**src/rtl/sclk_pkg.sv**
```systemverilog
package sclk_pkg;

   typedef enum logic {
      DIR_ADVANCE = 1'b0,
      DIR_RETARD  = 1'b1
   } phase_dir_e;

   typedef struct packed {
      logic       active;
      phase_dir_e dir;
   } phase_step_t;

   function automatic logic [15:0] clamp_word(input logic [15:0] w,
                                              input logic [15:0] lo,
                                              input logic [15:0] hi);
      if (w < lo)      return lo;
      else if (w > hi) return hi;
      else             return w;
   endfunction

endpackage

```
**src/rtl/sclk_rate_reg.sv**
```systemverilog
module sclk_rate_reg #(
   parameter int REG_W    = 16,
   parameter int RATE_MIN = 4000,
   parameter int RATE_MAX = 54000,
   parameter int RATE_RST = 48000,
   parameter bit CLAMP_EN = 1'b1
) (
   input  logic             clk,
   input  logic             rst_n,
   input  logic             pwr_n,
   input  logic             wr_en,
   input  logic [REG_W-1:0] wr_data,
   output logic [REG_W-1:0] rate_q
);
   import sclk_pkg::*;

   localparam logic [REG_W-1:0] LO_V  = REG_W'(RATE_MIN);
   localparam logic [REG_W-1:0] HI_V  = REG_W'(RATE_MAX);
   localparam logic [REG_W-1:0] RST_V = REG_W'(RATE_RST);

   logic [REG_W-1:0] wr_fit;

   generate
      if (CLAMP_EN) begin : g_clamp
         if (REG_W == 16) begin : g_w16
            assign wr_fit = clamp_word(wr_data, LO_V, HI_V);
         end else begin : g_wn
            always_comb begin
               if (wr_data < LO_V)      wr_fit = LO_V;
               else if (wr_data > HI_V) wr_fit = HI_V;
               else                     wr_fit = wr_data;
            end
         end
      end else begin : g_pass
         assign wr_fit = wr_data;
      end
   endgenerate

   always_ff @(posedge clk or negedge rst_n) begin
      if (!rst_n)      rate_q <= RST_V;
      else if (!pwr_n) rate_q <= RST_V;
      else if (wr_en)  rate_q <= wr_fit;
   end

endmodule

```
**src/rtl/sclk_phase_ctl.sv**
```systemverilog
module sclk_phase_ctl #(
   parameter int         MAG_W    = 8,
   parameter int         STEP_DIV = 8,
   parameter logic       RST_DIR  = 1'b0,
   parameter int         RST_MAG  = 255
) (
   input  logic                  clk,
   input  logic                  rst_n,
   input  logic                  pwr_n,
   input  logic                  wr_en,
   input  logic                  wr_dir,
   input  logic [MAG_W-1:0]      wr_mag,
   output logic                  dir_q,
   output logic [MAG_W-1:0]      mag_q,
   output sclk_pkg::phase_step_t step_o
);
   import sclk_pkg::*;

   localparam int               CNT_W   = (STEP_DIV > 1) ? $clog2(STEP_DIV) : 1;
   localparam logic [MAG_W-1:0] RST_M_V = MAG_W'(RST_MAG);

   logic tick;
   logic take_step;

   generate
      if (STEP_DIV == 1) begin : g_nodiv
         assign tick = 1'b1;
      end else begin : g_div
         localparam logic [CNT_W-1:0] LAST = CNT_W'(STEP_DIV - 1);
         logic [CNT_W-1:0] cnt_q;
         always_ff @(posedge clk or negedge rst_n) begin
            if (!rst_n)            cnt_q <= '0;
            else if (!pwr_n)       cnt_q <= '0;
            else if (cnt_q == LAST) cnt_q <= '0;
            else                   cnt_q <= cnt_q + 1'b1;
         end
         assign tick = (cnt_q == LAST);
      end
   endgenerate

   assign take_step     = tick && (mag_q != '0) && !wr_en;
   assign step_o.active = take_step;
   assign step_o.dir    = phase_dir_e'(dir_q);

   always_ff @(posedge clk or negedge rst_n) begin
      if (!rst_n) begin
         dir_q <= RST_DIR;
         mag_q <= RST_M_V;
      end else if (!pwr_n) begin
         dir_q <= RST_DIR;
         mag_q <= RST_M_V;
      end else if (wr_en) begin
         dir_q <= wr_dir;
         mag_q <= wr_mag;
      end else if (take_step) begin
         mag_q <= mag_q - 1'b1;
      end
   end

endmodule

```
**src/rtl/sclk_phase_acc.sv**
```systemverilog
module sclk_phase_acc #(
   parameter int RATE_W     = 16,
   parameter int ACC_MOD    = 24576000,
   parameter int PHASE_STEP = 8192,
   parameter int ACC_W      = $clog2(2 * ACC_MOD)
) (
   input  logic                  clk,
   input  logic                  rst_n,
   input  logic                  pwr_n,
   input  logic [RATE_W-1:0]     rate,
   input  sclk_pkg::phase_step_t step,
   output logic [ACC_W-1:0]      acc_q,
   output logic                  stb_q
);
   import sclk_pkg::*;

   localparam logic [ACC_W-1:0] MOD_V  = ACC_W'(ACC_MOD);
   localparam logic [ACC_W-1:0] STEP_V = ACC_W'(PHASE_STEP);

   logic [ACC_W-1:0] base_sum;
   logic [ACC_W-1:0] adj_sum;
   logic [ACC_W-1:0] acc_nxt;
   logic             wrap;

   always_comb begin
      base_sum = acc_q + ACC_W'(rate);
      adj_sum  = base_sum;
      if (step.active) begin
         if (step.dir == DIR_ADVANCE) begin
            adj_sum = base_sum + STEP_V;
         end else if (base_sum >= STEP_V) begin
            adj_sum = base_sum - STEP_V;
         end else begin
            adj_sum = '0;
         end
      end
      wrap    = (adj_sum >= MOD_V);
      acc_nxt = wrap ? (adj_sum - MOD_V) : adj_sum;
   end

   always_ff @(posedge clk or negedge rst_n) begin
      if (!rst_n) begin
         acc_q <= '0;
         stb_q <= 1'b0;
      end else if (!pwr_n) begin
         acc_q <= '0;
         stb_q <= 1'b0;
      end else begin
         acc_q <= acc_nxt;
         stb_q <= wrap;
      end
   end

endmodule

```
**src/rtl/sample_clkgen.sv**
```systemverilog
module sample_clkgen #(
   parameter int REG_W      = 16,
   parameter int MAG_W      = 8,
   parameter int STEP_DIV   = 8,
   parameter int ACC_MOD    = 24576000,
   parameter int PHASE_STEP = 8192,
   parameter int RATE_MIN   = 4000,
   parameter int RATE_MAX   = 54000,
   parameter int RATE_RST   = 48000,
   parameter int PHASE_RST  = 255,
   parameter bit CLAMP_EN   = 1'b1
) (
   input  logic             clk,
   input  logic             rst_n,
   input  logic             pwr_n,
   input  logic             reg_we,
   input  logic             reg_addr,
   input  logic [REG_W-1:0] reg_wdata,
   output logic [REG_W-1:0] reg_rdata,
   output logic             sample_stb
);
   import sclk_pkg::*;

   localparam int   ACC_W    = $clog2(2 * ACC_MOD);
   localparam logic A_RATE   = 1'b0;
   localparam logic A_PHASE  = 1'b1;
   localparam int   RSV_W    = REG_W - MAG_W - 1;
   localparam logic RST_DIR  = PHASE_RST[MAG_W];
   localparam int   RST_MAG  = PHASE_RST % (1 << MAG_W);

   generate
      if (RSV_W < 0) begin : g_err_fit
         $error("phase field does not fit in the register width");
      end
      if (STEP_DIV < 1) begin : g_err_div
         $error("step divider must be at least one");
      end
      if (RATE_MIN > RATE_RST || RATE_RST > RATE_MAX) begin : g_err_rst
         $error("reset rate lies outside the clamp window");
      end
      if (RATE_MAX + PHASE_STEP >= ACC_MOD) begin : g_err_mod
         $error("one clock may not cross the modulus twice");
      end
      if (RATE_MAX >= (1 << REG_W)) begin : g_err_max
         $error("rate limit exceeds the register width");
      end
   endgenerate

   logic             wr_rate;
   logic             wr_phase;
   logic [REG_W-1:0] rate_q;
   logic             dir_q;
   logic [MAG_W-1:0] mag_q;
   logic [ACC_W-1:0] acc_q;
   phase_step_t      step;

   assign wr_rate  = reg_we && (reg_addr == A_RATE);
   assign wr_phase = reg_we && (reg_addr == A_PHASE);

   sclk_rate_reg #(
      .REG_W    (REG_W),
      .RATE_MIN (RATE_MIN),
      .RATE_MAX (RATE_MAX),
      .RATE_RST (RATE_RST),
      .CLAMP_EN (CLAMP_EN)
   ) u_rate (
      .clk     (clk),
      .rst_n   (rst_n),
      .pwr_n   (pwr_n),
      .wr_en   (wr_rate),
      .wr_data (reg_wdata),
      .rate_q  (rate_q)
   );

   sclk_phase_ctl #(
      .MAG_W    (MAG_W),
      .STEP_DIV (STEP_DIV),
      .RST_DIR  (RST_DIR),
      .RST_MAG  (RST_MAG)
   ) u_phase (
      .clk    (clk),
      .rst_n  (rst_n),
      .pwr_n  (pwr_n),
      .wr_en  (wr_phase),
      .wr_dir (reg_wdata[MAG_W]),
      .wr_mag (reg_wdata[MAG_W-1:0]),
      .dir_q  (dir_q),
      .mag_q  (mag_q),
      .step_o (step)
   );

   sclk_phase_acc #(
      .RATE_W     (REG_W),
      .ACC_MOD    (ACC_MOD),
      .PHASE_STEP (PHASE_STEP),
      .ACC_W      (ACC_W)
   ) u_acc (
      .clk   (clk),
      .rst_n (rst_n),
      .pwr_n (pwr_n),
      .rate  (rate_q),
      .step  (step),
      .acc_q (acc_q),
      .stb_q (sample_stb)
   );

   generate
      if (RSV_W > 0) begin : g_rsv
         assign reg_rdata = (reg_addr == A_PHASE) ? {{RSV_W{1'b0}}, dir_q, mag_q} : rate_q;
      end else begin : g_norsv
         assign reg_rdata = (reg_addr == A_PHASE) ? {dir_q, mag_q} : rate_q;
      end
   endgenerate

endmodule

```
**config.mk**
```make
export PLATFORM = sky130hd
export DESIGN_NAME = sample_clkgen
export DESIGN_NICKNAME = d
export VERILOG_FILES = /design/src/rtl/sclk_pkg.sv /design/src/rtl/sclk_rate_reg.sv /design/src/rtl/sclk_phase_ctl.sv /design/src/rtl/sclk_phase_acc.sv /design/src/rtl/sample_clkgen.sv
export SDC_FILE = /design/constraint.sdc
export NUM_CORES = 1
export LEC_CHECK = 0
export ABC_AREA = 1
export CAP_MARGIN = 20
export CORE_MARGIN = 5
export CORE_UTILIZATION = 51
export DETAILED_ROUTE_END_ITERATION = 8
export GPL_ROUTABILITY_DRIVEN = 0
export GPL_TIMING_DRIVEN = 0
export HOLD_SLACK_MARGIN = 0.05
export PLACE_DENSITY = 0.71
export SYNTH_ARGS = -nofsm -noshare
export SYNTH_HDL_FRONTEND = slang
export SYNTH_HIERARCHICAL = 1
export SYNTH_SLANG_ARGS = --single-unit
```
**constraint.sdc**
```tcl
create_clock -name clk -period 8.3 [get_ports clk]
set_input_delay 1.245 -clock clk [delete_from_list [all_inputs] [get_ports clk]]
set_output_delay 1.245 -clock clk [all_outputs]
set_load 0.01 [all_outputs]
```
==> metrics.cfg <==
[outcome]
status = completed

[die]
die-area_sq_um = 13070
die_h_um = 114.3
core_sq_um = 10750
initial_core_util_pct = 51.67
die_w_um = 114.3
row_count = 38
io_pins = 38

[logic_synthesis]
yosysWarnings = 6
ys_types = 39
synth_fp_nets = 975
synth_cells = 930
syn-cell-area_sq_um = 5552
syn_area_per_cell_sq_um = 5.969
ys_ff_latch = 55
ys_seq_area_share_pct = 25.13

[timing]
period_share_pct = 49.22
layout_setup_ws_ns = 4.215
worst_slew_pin_slew_ns = 0.6256
setup_viol_count_final = 0
relSlewSlack_pct = 58.29
skew_ns = 0.01359
setup_tns_ns = 0
period_needed_ns = 4.085
final-max-slew-violation-count = 0
finalHoldViolCount = 0
max_freq_mhz = 244.8
rsz0062_at_grt = false

[clock_network]
cts_tree = done
cts_resized = 0
numCtsBuffers = 5
cts_setup_buffers = 0
ctsRootBufferMaster = clkbuf_8
clk_pin_slew_ns = 0.11
cts_sinks = 55
htree_levels = 2
holdBufCountCts = 0
cts.path.max_buffers = 2
insertion_delay_ns = 0.33

[detailed_routing]
vias = 5720
drc = 0
drt_pass1_iterations = 5
routed_via_density = 5.130
antenna_left = 0
routedWlPerCell_um = 13.46
drtIter0Drc = 508
drt_wl_total_mm = 15.01

[setup_path]
end_kind = flip-flop
r2r_slack_ns = 4.25
worstPathArrival_ns = 4.30
crit_path_start_kind = input port
worst-path-max-fanout = 10
required_ns = 8.52
crit_type = in2reg

[global_routing]
grt.total_usage_pct = 24.01
grt_use_met1_pct = 35.87
grt_first_pass_wirelength_mm = 25.39
use_met3_pct = 2.643
met2_usage_pct = 37.82
antenna_found_initial = 0
gr-total-overflow = 0
grt_pass1_vias = 5213
grt_max_degree = 31
busiest_layer = met2

[cells_and_area]
fin_area_sq_um = 6198
n_fill_cell = 1131
drive_above_1_share_pct = 11.08
syn_to_final_growth_pct = 11.65
instances_no_fill = 1115
layout.nets = 1019
n_antenna_cell = 0

[placement]
place_area_sq_um = 6102
place_worst_setup_slack_ns = 3.905
portBuffers = 36
dpl.cell_count = 1107
hpwl_mm = 12.25

[job]
cap_viol_max_count = 0

[pwr]
p_per_area_nw_per_um2 = 183.7
p_leak_nw = 3.375
max-vdd-ir-drop_uv = 124.1
total_power_mw = 1.139

[worst_hold_path]
hp-class = reg2reg

[area by class of cell]
cell class	count	area (sq um)	area share, %
Clock buffer	5	68.82	1.110
Clock inverter	3	27.53	0.4441
Inverter	138	520.5	8.397
Timing Repair Buffer	37	375.4	6.056
Multi-Input combinational cell	727	3548	57.25
Sequential cell	55	1395	22.51
Buffer	10	87.58	1.413
Tap cell	140	175.2	2.826
[routing by layer]
metal,wire length [um],vias to the layer above
met3,785,16
met5,0,-
met2,6538,166
met4,166,0
li1,-,2989
met1,7516,2549
[synth_stat cells (all sizes together)]
cell | n | area, sq um
nand2 | 367 | 1475
inv | 132 | 498.0
nor2 | 128 | 540.5
nand3 | 91 | 485.5
dfrtp | 40 | 1001
a21oi | 35 | 175.2
o21ai | 24 | 153.9
ha | 23 | 287.8
nand4 | 16 | 100.1
dfstp | 15 | 394.1
xor2 | 11 | 96.34
buf | 9 | 83.82
nor3 | 9 | 50.05
xnor2 | 7 | 61.31
clkinv | 6 | 22.52
nand3b | 5 | 37.54
a31oi | 3 | 18.77
or2 | 3 | 18.77
and2 | 2 | 12.52
a221oi | 1 | 8.760
and3 | 1 | 6.260
clkbuf | 1 | 3.750
fa | 1 | 20.02
[logic make-up after synthesis]
family / after synthesis / synth area share (%)
AO/OA/AOI/OAI: 63 / 6.423
XOR/XNOR: 18 / 2.840
adder cells (fa/ha/maj): 24 / 5.544
buffers and inverters: 148 / 10.95
flip-flops: 55 / 25.13
AND/OR/NAND/NOR: 622 / 49.11
[through the flow]
stage,util (%),hold WS [ns]
2_1_floorplan,-,0.4150
3_3_place_gp,56.65,0.4413
3_5_place_dp,56.79,0.4346
4_1_cts,57.69,0.4590
5_1_grt,57.69,0.4795
6_report,57.69,0.4552
[power breakdown]
| part | switching [mW] | internal (mW) | total (mW) | leakage (nW) |
|---|---|---|---|---|
| clock | 0.102 | 0.0623 | 0.164 | 0.0463 |
| sequential | 0.0270 | 0.306 | 0.333 | 0.697 |
| combinational | 0.421 | 0.220 | 0.641 | 2.63 |
[sequential cells by signal, summed over array words and instances, names as in the netlist]
| signal | flops |
|---|---|
| u_phase/g_div.cnt_q | 3 |
| u_rate/rate_q | 16 |
| u_phase/mag_q | 8 |
| u_acc/stb_q | 1 |
| u_acc/acc_q | 26 |
| u_phase/dir_q | 1 |
[path summary, 6_finish.rpt]
| kind | end | startpoint | cells after the start |
|---|---|---|---|
| min in group asynchronous | u_phase/dir_q | rst_n | 1 |
| worst max-delay path | u_acc/acc_q[23] | reg_we | 23 |
| worst min register to register | u_phase/g_div.cnt_q[0] | u_phase/g_div.cnt_q[0] | 1 |
| worst min-delay path | u_phase/g_div.cnt_q[0] | u_phase/g_div.cnt_q[0] | 1 |
| worst max register to register | u_acc/acc_q[23] | u_rate/rate_q[0] | 27 |
| max in group asynchronous | u_rate/rate_q[8] | rst_n | 2 |
[critical path: stages]
cell and delay [ns]:
clkdlybuf4s50_1 0.42, nand2_1 0.07, inv_1 0.06, buf_2 0.18
nor2_1 0.14, buf_4 0.16, clkinv_1 0.28, nor2_1 0.23
nand2_1 0.07, nand2_1 0.07, xor2_1 0.15, nand2_1 0.11
inv_1 0.08, ha_1 0.21, nand4_1 0.13, nand2_2 0.12
nand3_2 0.09, nand2_2 0.08, nand2_2 0.08, nand2_2 0.16
nand2_1 0.08, nand2_1 0.08, nor2_1 0.04
[layout by cell type (no fill, tap or decap), types with 3 or more instances in the layout]
cell / netlist / final
nor2_1: 110 / 110
nand2_1: 336 / 336
nand4_1: 16 / 16
buf_2: 3 / 4
a31oi_1: 3 / 3
clkdlybuf4s50_1: 0 / 35
nand3_2: 6 / 6
nand2_4: 4 / 4
nor2_4: 3 / 3
dfrtp_1: 40 / 40
inv_1: 122 / 122
inv_2: 9 / 9
clkbuf_8: 0 / 5
nand3b_1: 5 / 5
buf_6: 3 / 3
xnor2_1: 7 / 7
o21ai_1: 7 / 7
clkinv_1: 6 / 6
a21oi_1: 35 / 35
nor2_2: 15 / 15
ha_1: 23 / 23
nor3_1: 8 / 8
xor2_1: 11 / 11
o21ai_2: 6 / 6
dfstp_2: 15 / 15
o21ai_0: 10 / 10
nand2_2: 27 / 27
nand3_1: 85 / 85
(Power assumes the default switching activity.)
